===== src/rtl/kbd_port_pkg.sv =====
package kbd_port_pkg;
  localparam int WORD_W      = 32;
  localparam int CNT_FIELD_W = 16;
  localparam int CTRL_EN_BIT   = 0;
  localparam int CTRL_PEND_BIT = 8;
  localparam int CTRL_ERR_BIT  = 10;
  localparam int DATA_VLD_BIT  = 15;

  // Data word: occupancy on top, valid flag, byte at the bottom; all zero when empty.
  function automatic logic [WORD_W-1:0] pack_data(input logic [CNT_FIELD_W-1:0] cnt,
                                                  input logic [7:0] head_byte);
    logic [WORD_W-1:0] w;
    w = '0;
    if (cnt != '0) begin
      w[WORD_W-1:CNT_FIELD_W] = cnt;
      w[DATA_VLD_BIT]         = 1'b1;
      w[7:0]                  = head_byte;
    end
    return w;
  endfunction

  function automatic logic [WORD_W-1:0] pack_ctrl(input logic en, input logic pend,
                                                  input logic err);
    logic [WORD_W-1:0] w;
    w = '0;
    w[CTRL_EN_BIT]   = en;
    w[CTRL_PEND_BIT] = pend;
    w[CTRL_ERR_BIT]  = err;
    return w;
  endfunction
endpackage


===== src/rtl/kbd_rx_fifo.sv =====
module kbd_rx_fifo #(
  parameter  int DEPTH = 256,
  parameter  int DW    = 8,
  localparam int AW    = $clog2(DEPTH),
  localparam int CW    = AW + 1
) (
  input  logic          clk,
  input  logic          rst_n,
  input  logic          push_req,
  input  logic [DW-1:0] push_data,
  input  logic          pop_req,
  output logic [DW-1:0] head,
  output logic [CW-1:0] count,
  output logic          push_fire,
  output logic          pop_fire
);
  logic [DW-1:0] mem [DEPTH];
  logic [AW-1:0] wr_ptr, rd_ptr;
  logic          full, empty;

  function automatic logic [AW-1:0] ptr_next(input logic [AW-1:0] p);
    return (p == AW'(DEPTH - 1)) ? '0 : p + 1'b1;
  endfunction

  assign full      = (count == CW'(DEPTH));
  assign empty     = (count == '0);
  assign push_fire = push_req && !full;
  assign pop_fire  = pop_req && !empty;
  assign head      = mem[rd_ptr];

  always_ff @(posedge clk) begin
    if (push_fire) mem[wr_ptr] <= push_data;
  end

  always_ff @(posedge clk) begin
    if (!rst_n) begin
      wr_ptr <= '0;
      rd_ptr <= '0;
      count  <= '0;
    end else begin
      if (push_fire) wr_ptr <= ptr_next(wr_ptr);
      if (pop_fire)  rd_ptr <= ptr_next(rd_ptr);
      case ({push_fire, pop_fire})
        2'b10:   count <= count + 1'b1;
        2'b01:   count <= count - 1'b1;
        default: count <= count;
      endcase
    end
  end

  AST_NO_OVERFLOW: assert property (@(posedge clk) disable iff (!rst_n)
    count <= CW'(DEPTH));
  AST_FULL_DROP: assert property (@(posedge clk) disable iff (!rst_n)
    (push_req && full && !pop_req) |=> $stable(count));
  AST_POP_STEP: assert property (@(posedge clk) disable iff (!rst_n)
    (pop_fire && !push_fire) |=> (count == $past(count) - 1'b1));
  AST_BOTH_STEADY: assert property (@(posedge clk) disable iff (!rst_n)
    (pop_fire && push_fire) |=> $stable(count));
endmodule


===== src/rtl/kbd_ctrl_regs.sv =====
module kbd_ctrl_regs (
  input  logic       clk,
  input  logic       rst_n,
  input  logic       data_wr,
  input  logic       ctrl_wr,
  input  logic [7:0] wr_byte,
  input  logic       wr_en_bit,
  input  logic       wr_err_bit,
  input  logic       cmd_error,
  output logic       irq_en,
  output logic       err_flag,
  output logic       cmd_valid,
  output logic [7:0] cmd_byte
);
  logic err_clear;
  assign err_clear = ctrl_wr && !wr_err_bit;

  always_ff @(posedge clk) begin
    if (!rst_n) begin
      irq_en    <= 1'b0;
      err_flag  <= 1'b0;
      cmd_valid <= 1'b0;
      cmd_byte  <= '0;
    end else begin
      if (ctrl_wr) irq_en <= wr_en_bit;
      err_flag  <= cmd_error || (err_flag && !err_clear);
      cmd_valid <= data_wr;
      if (data_wr) cmd_byte <= wr_byte;
    end
  end

  AST_CMD_PULSE: assert property (@(posedge clk) disable iff (!rst_n)
    data_wr |=> (cmd_valid && cmd_byte == $past(wr_byte)));
  AST_CMD_QUIET: assert property (@(posedge clk) disable iff (!rst_n)
    !data_wr |=> !cmd_valid);
  AST_ERR_STICKY: assert property (@(posedge clk) disable iff (!rst_n)
    (err_flag && !err_clear) |=> err_flag);
  AST_ERR_SET: assert property (@(posedge clk) disable iff (!rst_n)
    cmd_error |=> err_flag);
endmodule


===== src/rtl/kbd_port_regs.sv =====
module kbd_port_regs
  import kbd_port_pkg::*;
#(
  parameter  int DEPTH = 256,
  localparam int CW    = $clog2(DEPTH) + 1
) (
  input  logic        clk,
  input  logic        rst_n,
  input  logic        bus_rd,
  input  logic        bus_wr,
  input  logic        bus_addr,
  input  logic [31:0] bus_wdata,
  output logic [31:0] bus_rdata,
  input  logic        rx_valid,
  input  logic [7:0]  rx_byte,
  output logic        cmd_valid,
  output logic [7:0]  cmd_byte,
  input  logic        cmd_error,
  output logic        irq
);
  logic          data_rd, data_wr, ctrl_wr;
  logic [7:0]    head;
  logic [CW-1:0] count;
  logic          push_fire, pop_fire;
  logic          irq_en, err_flag;
  logic          unused_wbits;

  assign data_rd = bus_rd && !bus_addr;
  assign data_wr = bus_wr && !bus_addr;
  assign ctrl_wr = bus_wr && bus_addr;
  assign unused_wbits = ^{bus_wdata[31:11], bus_wdata[9:8]};

  kbd_rx_fifo #(.DEPTH(DEPTH), .DW(8)) u_fifo (
    .clk(clk), .rst_n(rst_n),
    .push_req(rx_valid), .push_data(rx_byte),
    .pop_req(data_rd), .head(head), .count(count),
    .push_fire(push_fire), .pop_fire(pop_fire)
  );

  kbd_ctrl_regs u_ctrl (
    .clk(clk), .rst_n(rst_n),
    .data_wr(data_wr), .ctrl_wr(ctrl_wr),
    .wr_byte(bus_wdata[7:0]),
    .wr_en_bit(bus_wdata[CTRL_EN_BIT]),
    .wr_err_bit(bus_wdata[CTRL_ERR_BIT]),
    .cmd_error(cmd_error),
    .irq_en(irq_en), .err_flag(err_flag),
    .cmd_valid(cmd_valid), .cmd_byte(cmd_byte)
  );

  assign irq = irq_en && (count != '0);

  always_comb begin
    if (bus_addr) bus_rdata = pack_ctrl(irq_en, irq, err_flag);
    else          bus_rdata = pack_data(CNT_FIELD_W'(count), head);
  end

  AST_IRQ_HOLD: assert property (@(posedge clk) disable iff (!rst_n)
    (irq && !pop_fire && !ctrl_wr) |=> irq);
  AST_IRQ_DRAIN: assert property (@(posedge clk) disable iff (!rst_n)
    (irq && pop_fire && !push_fire && count == CW'(1)) |=> !irq);
  AST_IRQ_GATED: assert property (@(posedge clk) disable iff (!rst_n)
    (ctrl_wr && !bus_wdata[CTRL_EN_BIT]) |=> !irq);
  AST_EMPTY_READ: assert property (@(posedge clk) disable iff (!rst_n)
    (data_rd && count == '0) |-> bus_rdata == '0);
endmodule


===== config.mk =====
export PLATFORM = sky130hd
export DESIGN_NAME = kbd_port_regs
export DESIGN_NICKNAME = d
export VERILOG_FILES = /design/src/rtl/kbd_port_pkg.sv /design/src/rtl/kbd_rx_fifo.sv /design/src/rtl/kbd_ctrl_regs.sv /design/src/rtl/kbd_port_regs.sv
export SDC_FILE = /design/constraint.sdc
export NUM_CORES = 2
export LEC_CHECK = 0
export ABC_CLOCK_PERIOD_IN_PS = 4600
export BUFFER_PORTS_ARGS = -buffer_cell sky130_fd_sc_hd__buf_2
export CORE_MARGIN = 10
export CORE_UTILIZATION = 55
export CTS_CLUSTER_DIAMETER = 80
export DETAILED_ROUTE_END_ITERATION = 16
export PLACE_DENSITY = 0.72
export SLEW_MARGIN = 30
export SYNTH_ARGS = -nofsm -noshare
export SYNTH_HDL_FRONTEND = slang
export SYNTH_SLANG_ARGS = --single-unit

===== constraint.sdc =====
create_clock -name clk -period 4.6 [get_ports clk]
set_clock_uncertainty 0.05 [all_clocks]
set_input_delay 0.23 -clock clk [delete_from_list [all_inputs] [get_ports clk]]
set_output_delay 0.23 -clock clk [all_outputs]
set_load 0.02 [all_outputs]

Yosys cells after proc, flatten, opt, wreduce, memory -nomap -nowiden
Memory sizes are Yosys's and may differ from the RTL's. A register that Yosys moved wholly into a read port is not among the register bits. Index checks and enable logic that the tools add are counted.

RAM bits: 2048. Register bits after elaboration: 36. Memories kept: 1. Word-level logic and storage cells: 44. Input port bits: 47.

Memories: u_fifo.mem (words 256, width 8, rd ports 1, clocked after Yosys merged registers in 1, wr ports 1, RTL line kbd_rx_fifo.sv:17) `logic [DW-1:0] mem [DEPTH];`.

Reduce and logical (&&, ||, !) cells: 17. Add/subtract/negate cells: 4. Multiplexer cells: 10. Eq/ne operators: 5.

Operators by type and width (count): 8-bit two-way mux (5); 25-bit two-way mux (1); 9-bit case mux with 2 select lines (1); 8-bit by 1-bit adder with 8-bit output (second input constant) (2); 8-bit equality test (second input constant) (2); 10-bit two-way mux (1); 9-bit by 1-bit adder with 9-bit output (second input constant) (1); 9-bit equality test (second input constant) (1); 9-bit logical NOT (1); 9-bit nonzero test (1); 9-bit by 1-bit subtractor with 9-bit output (second input constant) (1); 1-bit logical AND (8); 1-bit logical NOT (5); 2-bit by 1-bit equality test with 1-bit output (second input constant) (1); 2-bit equality test (second input constant) (1); 1-bit two-way mux (2); 2-bit nonzero test (1); 1-bit logical OR (1).

Logic depth before layout (Yosys ltp)
Depth in word-level cells: 5. Depth in mapped cells: 17.

Hierarchy
From an unflattened synthesis, not the netlist that was laid out.

Cell total of the unflattened synthesis: 4000. Area, all modules: 81365.5 µm².

Modules (own cells, without submodules): kbd_rx_fifo (times used 1, area each 80647.3 µm², cells each 3923); kbd_ctrl_regs (times used 1, area each 406.6 µm², cells each 35); kbd_port_regs (times used 1, area each 311.5 µm², cells each 42).

Worst setup path before layout
No wires, ideal clock.

Path kind: flip-flop to flip-flop. From: register u_fifo.count[5]. To: register u_fifo.count[8]. Cell stages (with the launch flop): 16. Data required time: 4.422 ns. Path slack: 1.005 ns. Arrival time: 3.417 ns. Clock period less this slack: 3.595 ns. Path buffers: 3. Cell sequence: dfxtp_1 -> buf_6 -> nor4_1 -> nand2_1 -> o21a_1 -> inv_1 -> ha_1 -> clkbuf_1 -> clkbuf_1 -> xor2_1 -> ha_1 -> a21bo_2 -> or4_1 -> a21oi_1 -> o32ai_1 -> mux2i_1.

Cells in the longest elaborated chain, start to end: 5. Elaborated cells between the ends (all ways): 12. Classes of those cells: add/sub (2); eq/ne (3); mux (1); reduce/logical (6).

RTL lines: from (decl) (RTL line kbd_rx_fifo.sv:13) `output logic [CW-1:0] count,`; from (signal assigned) (RTL line kbd_rx_fifo.sv:44) `2'b10: count <= count + 1'b1;`; from (signal assigned) (RTL line kbd_rx_fifo.sv:45) `2'b01: count <= count - 1'b1;`; from (signal assigned) (RTL line kbd_rx_fifo.sv:46) `default: count <= count;`; parallel branches: the longest is 5 deep, another holds 9-bit by 1-bit subtractor with 9-bit output.

Several ways; the timed one is not identified. A chain may end at the register's enable or synchronous reset.

==> metrics <==
IO Pins 89; simple-gate share of the synthesized area 3.13%; met1 usage 31.9%; final setup fails 0; CP Class flip-flop to output port; critical path fanouts, max 32; Slew @ Worst Pin 1.02 ns; Primary FF master, synth edfxtp_1; CP peak stage delay 0.55 ns; mux contribution to synthesized area 14.3%; Leak 27.6 nW; HPWL after DPL 114000 microns; RSZ-0062 raised after global routing no; CP delay by family, top simple AND/OR/NAND/NOR gates; gr busiest metal met2; # placed instances 5855; Placeable Area 0.146 sq mm; Post-Synth XOR/XNOR Area 0.151%; final period utilization 98.6%; Die Ht 404 microns; PortBufs 53; post-layout net count 4229; power per cell area 459 mW/mm^2; Arr. time, crit path 4.26 ns; PnR worst setup slack 0.0638 ns; Initial Util 55.5%; die area 0.163 sq mm; layout cells sized above 1 23.2%; CP Cell Sequence buf_12, buf_12, mux4_2, a22o_1, a221oi_1, o22ai_1, nor3_1, nand3_1, and3_2, buf_2; H-tree Lvls 4; largest family of logic cells by synthesized area multiplexers; max_cap viols 0; largest net degree at the start of global routing 150; status completed; post-synthesis instance total 3967; most area-consuming cells after synthesis edfxtp_1 (76%), mux4_2 (13%), mux2i_1 (1.6%); total power 41.9 mW; DR iter-0 viols 4849; Site Rows 140; synthesized-area fraction occupied by adder cells 0.108%; final instance count without filler cells 6255; slowest stage cell, crit path mux4_2; #FFs+latches synth 2092; first-pass GRT wire length 276000 microns; Post-synth EDFFs 2048; reg2reg start u_fifo.count[0]; Max IR drop VDD 0.397 mV; total track usage 22.9%; HP Start rx_byte[7]; clock root buffer master clkbuf_16; DRT Pass-1 Iters 6; share of the synthesized area in the top cell type 76.0%; Die W 404 microns; CTS Sinks 2092; Area growth syn-to-layout 12.7%; CTS max path bufs 3; yosys warns 0; WP buf/inv 3; Mapped Area 0.0810 sq mm; Synth cell types 58; DRT antenna net count 0; fin util 62.5%; DR vias/cell 6.48; initial antenna violation count 1; Total Neg Setup Slack 0 ns; Tmin final 4.54 ns; Slew Limit Fails 0; DR WL/cell 30.0 microns; critical path required time 4.32 ns; vias post-DR 40.5k; CTS Buf Count 193; met2 track demand over resource 36.4%; TritonCTS clock tree built; Slew HR 32.0%; Skew-Pair Late Insertion Delay 0.83 ns; RePlAce Congestion 0.856; vias in the first global route 40.7k; grt total ovfl 0; fmax 220 MHz; final hold violations 0; syn_area_per_cell 20.4 sq um; worst hold path class primary input to flip-flop; most used cell, CP buf_12; Synth top cells by count edfxtp_1 (2048), mux4_2 (455), nor2_1 (286); drt total wl 188000 microns; met3 usage 5.08%; Residual DRC 0; proportion of synthesized chip area in sequential cells 77.1%; Compound-Gate Fraction of Synth Area 3.84%; post-place setup slack 0.367 ns; Reg clk slew, reported paths 0.06 ns; Startpoint Class flip-flop; Async SR Flop Fraction 0%; most numerous cell in the Yosys netlist edfxtp_1; Critical Path End Type output port; Synth area leader edfxtp_1
## registers in the layout (all words and copies together), names as in the netlist, named ones only
name              count
u_ctrl.irq_en         1
u_ctrl.cmd_byte       8
u_fifo.rd_ptr         8
u_fifo.count          9
u_fifo.mem         2048
u_fifo.wr_ptr         8
u_ctrl.cmd_valid      1
u_ctrl.err_flag       1
## timing repair
action,CTS,global route
setup buffers,4,3
endpoints found under the hold margin,17,120
resized for setup,9,16
hold buffers,30,3
cloned,0,0
endpoints found under the setup margin,8,8
## placed cells by master, fill, tap and decap left out, types with 38 or more instances in the layout
cell type  instances
edfxtp_1        2048
mux4_2           455
nor2_1           284
clkbuf_16        194
buf_4            146
a22oi_1          133
mux2i_1          128
a221oi_1          83
o21ai_0           72
nand2_1           55
nand3_1           53
clkbuf_1          47
buf_2             45
a21oi_1           41
dfxtp_1           40
clkinv_1          38
## power breakdown
group | switching [mW] | total (mW) | internal [mW] | leakage (nW)
clock network | 6.90 | 15.9 | 8.99 | 3.03
logic | 2.66 | 4.93 | 2.27 | 5.78
registers | 0.0707 | 21.0 | 21.0 | 18.8
total | 9.63 | 41.9 | 32.2 | 27.6
## metal layers
layer,wire [microns],share of wire (%),vias to the layer above
met4,5960,3.2,0
met1,73200,39,21200
li1,-,-,16900
met3,17700,9.4,330
met2,91000,48,2052
met5,0,0,-
## final timing paths
| path | to | depth (start not counted) | slack (ns) |
|---|---|---|---|
| setup / recovery | bus_rdata[5] | 10 | 0.06 |
| hold / removal | u_fifo.mem[104][7] | 1 | 0.01 |
| setup reg to reg | u_fifo.count[5] | 13 | 0.84 |
| hold reg to reg | u_ctrl.cmd_byte[0] | 2 | 0.43 |
## stage by stage
step                      instance area, sq um  hold WS [ns]
after floorplan                          81000         0.279
after global placement                   84300         0.388
after detailed placement                 84400         0.403
after CTS                                91000        0.0157
after global routing                     91200        0.0471
final                                    91200       0.00956
## cell families after synthesis
family,count (synthesis)
compound gates,434
xor+xnor,14
fa+ha+maj,7
buf+inv,281
flops,2092
mux,585
other cells,1
simple gates,553
## cell type report
type	count	area (sq um)
flip-flops and latches	2092	62400
fillers	9646	54700
multi-input cells	1605	17600
clock buffers	247	5110
repair buffers	268	2510
well taps	1917	2400
clock inverters	110	1140
inverters	15	56.3
diodes	1	2.50
(Power assumes the default switching activity.)
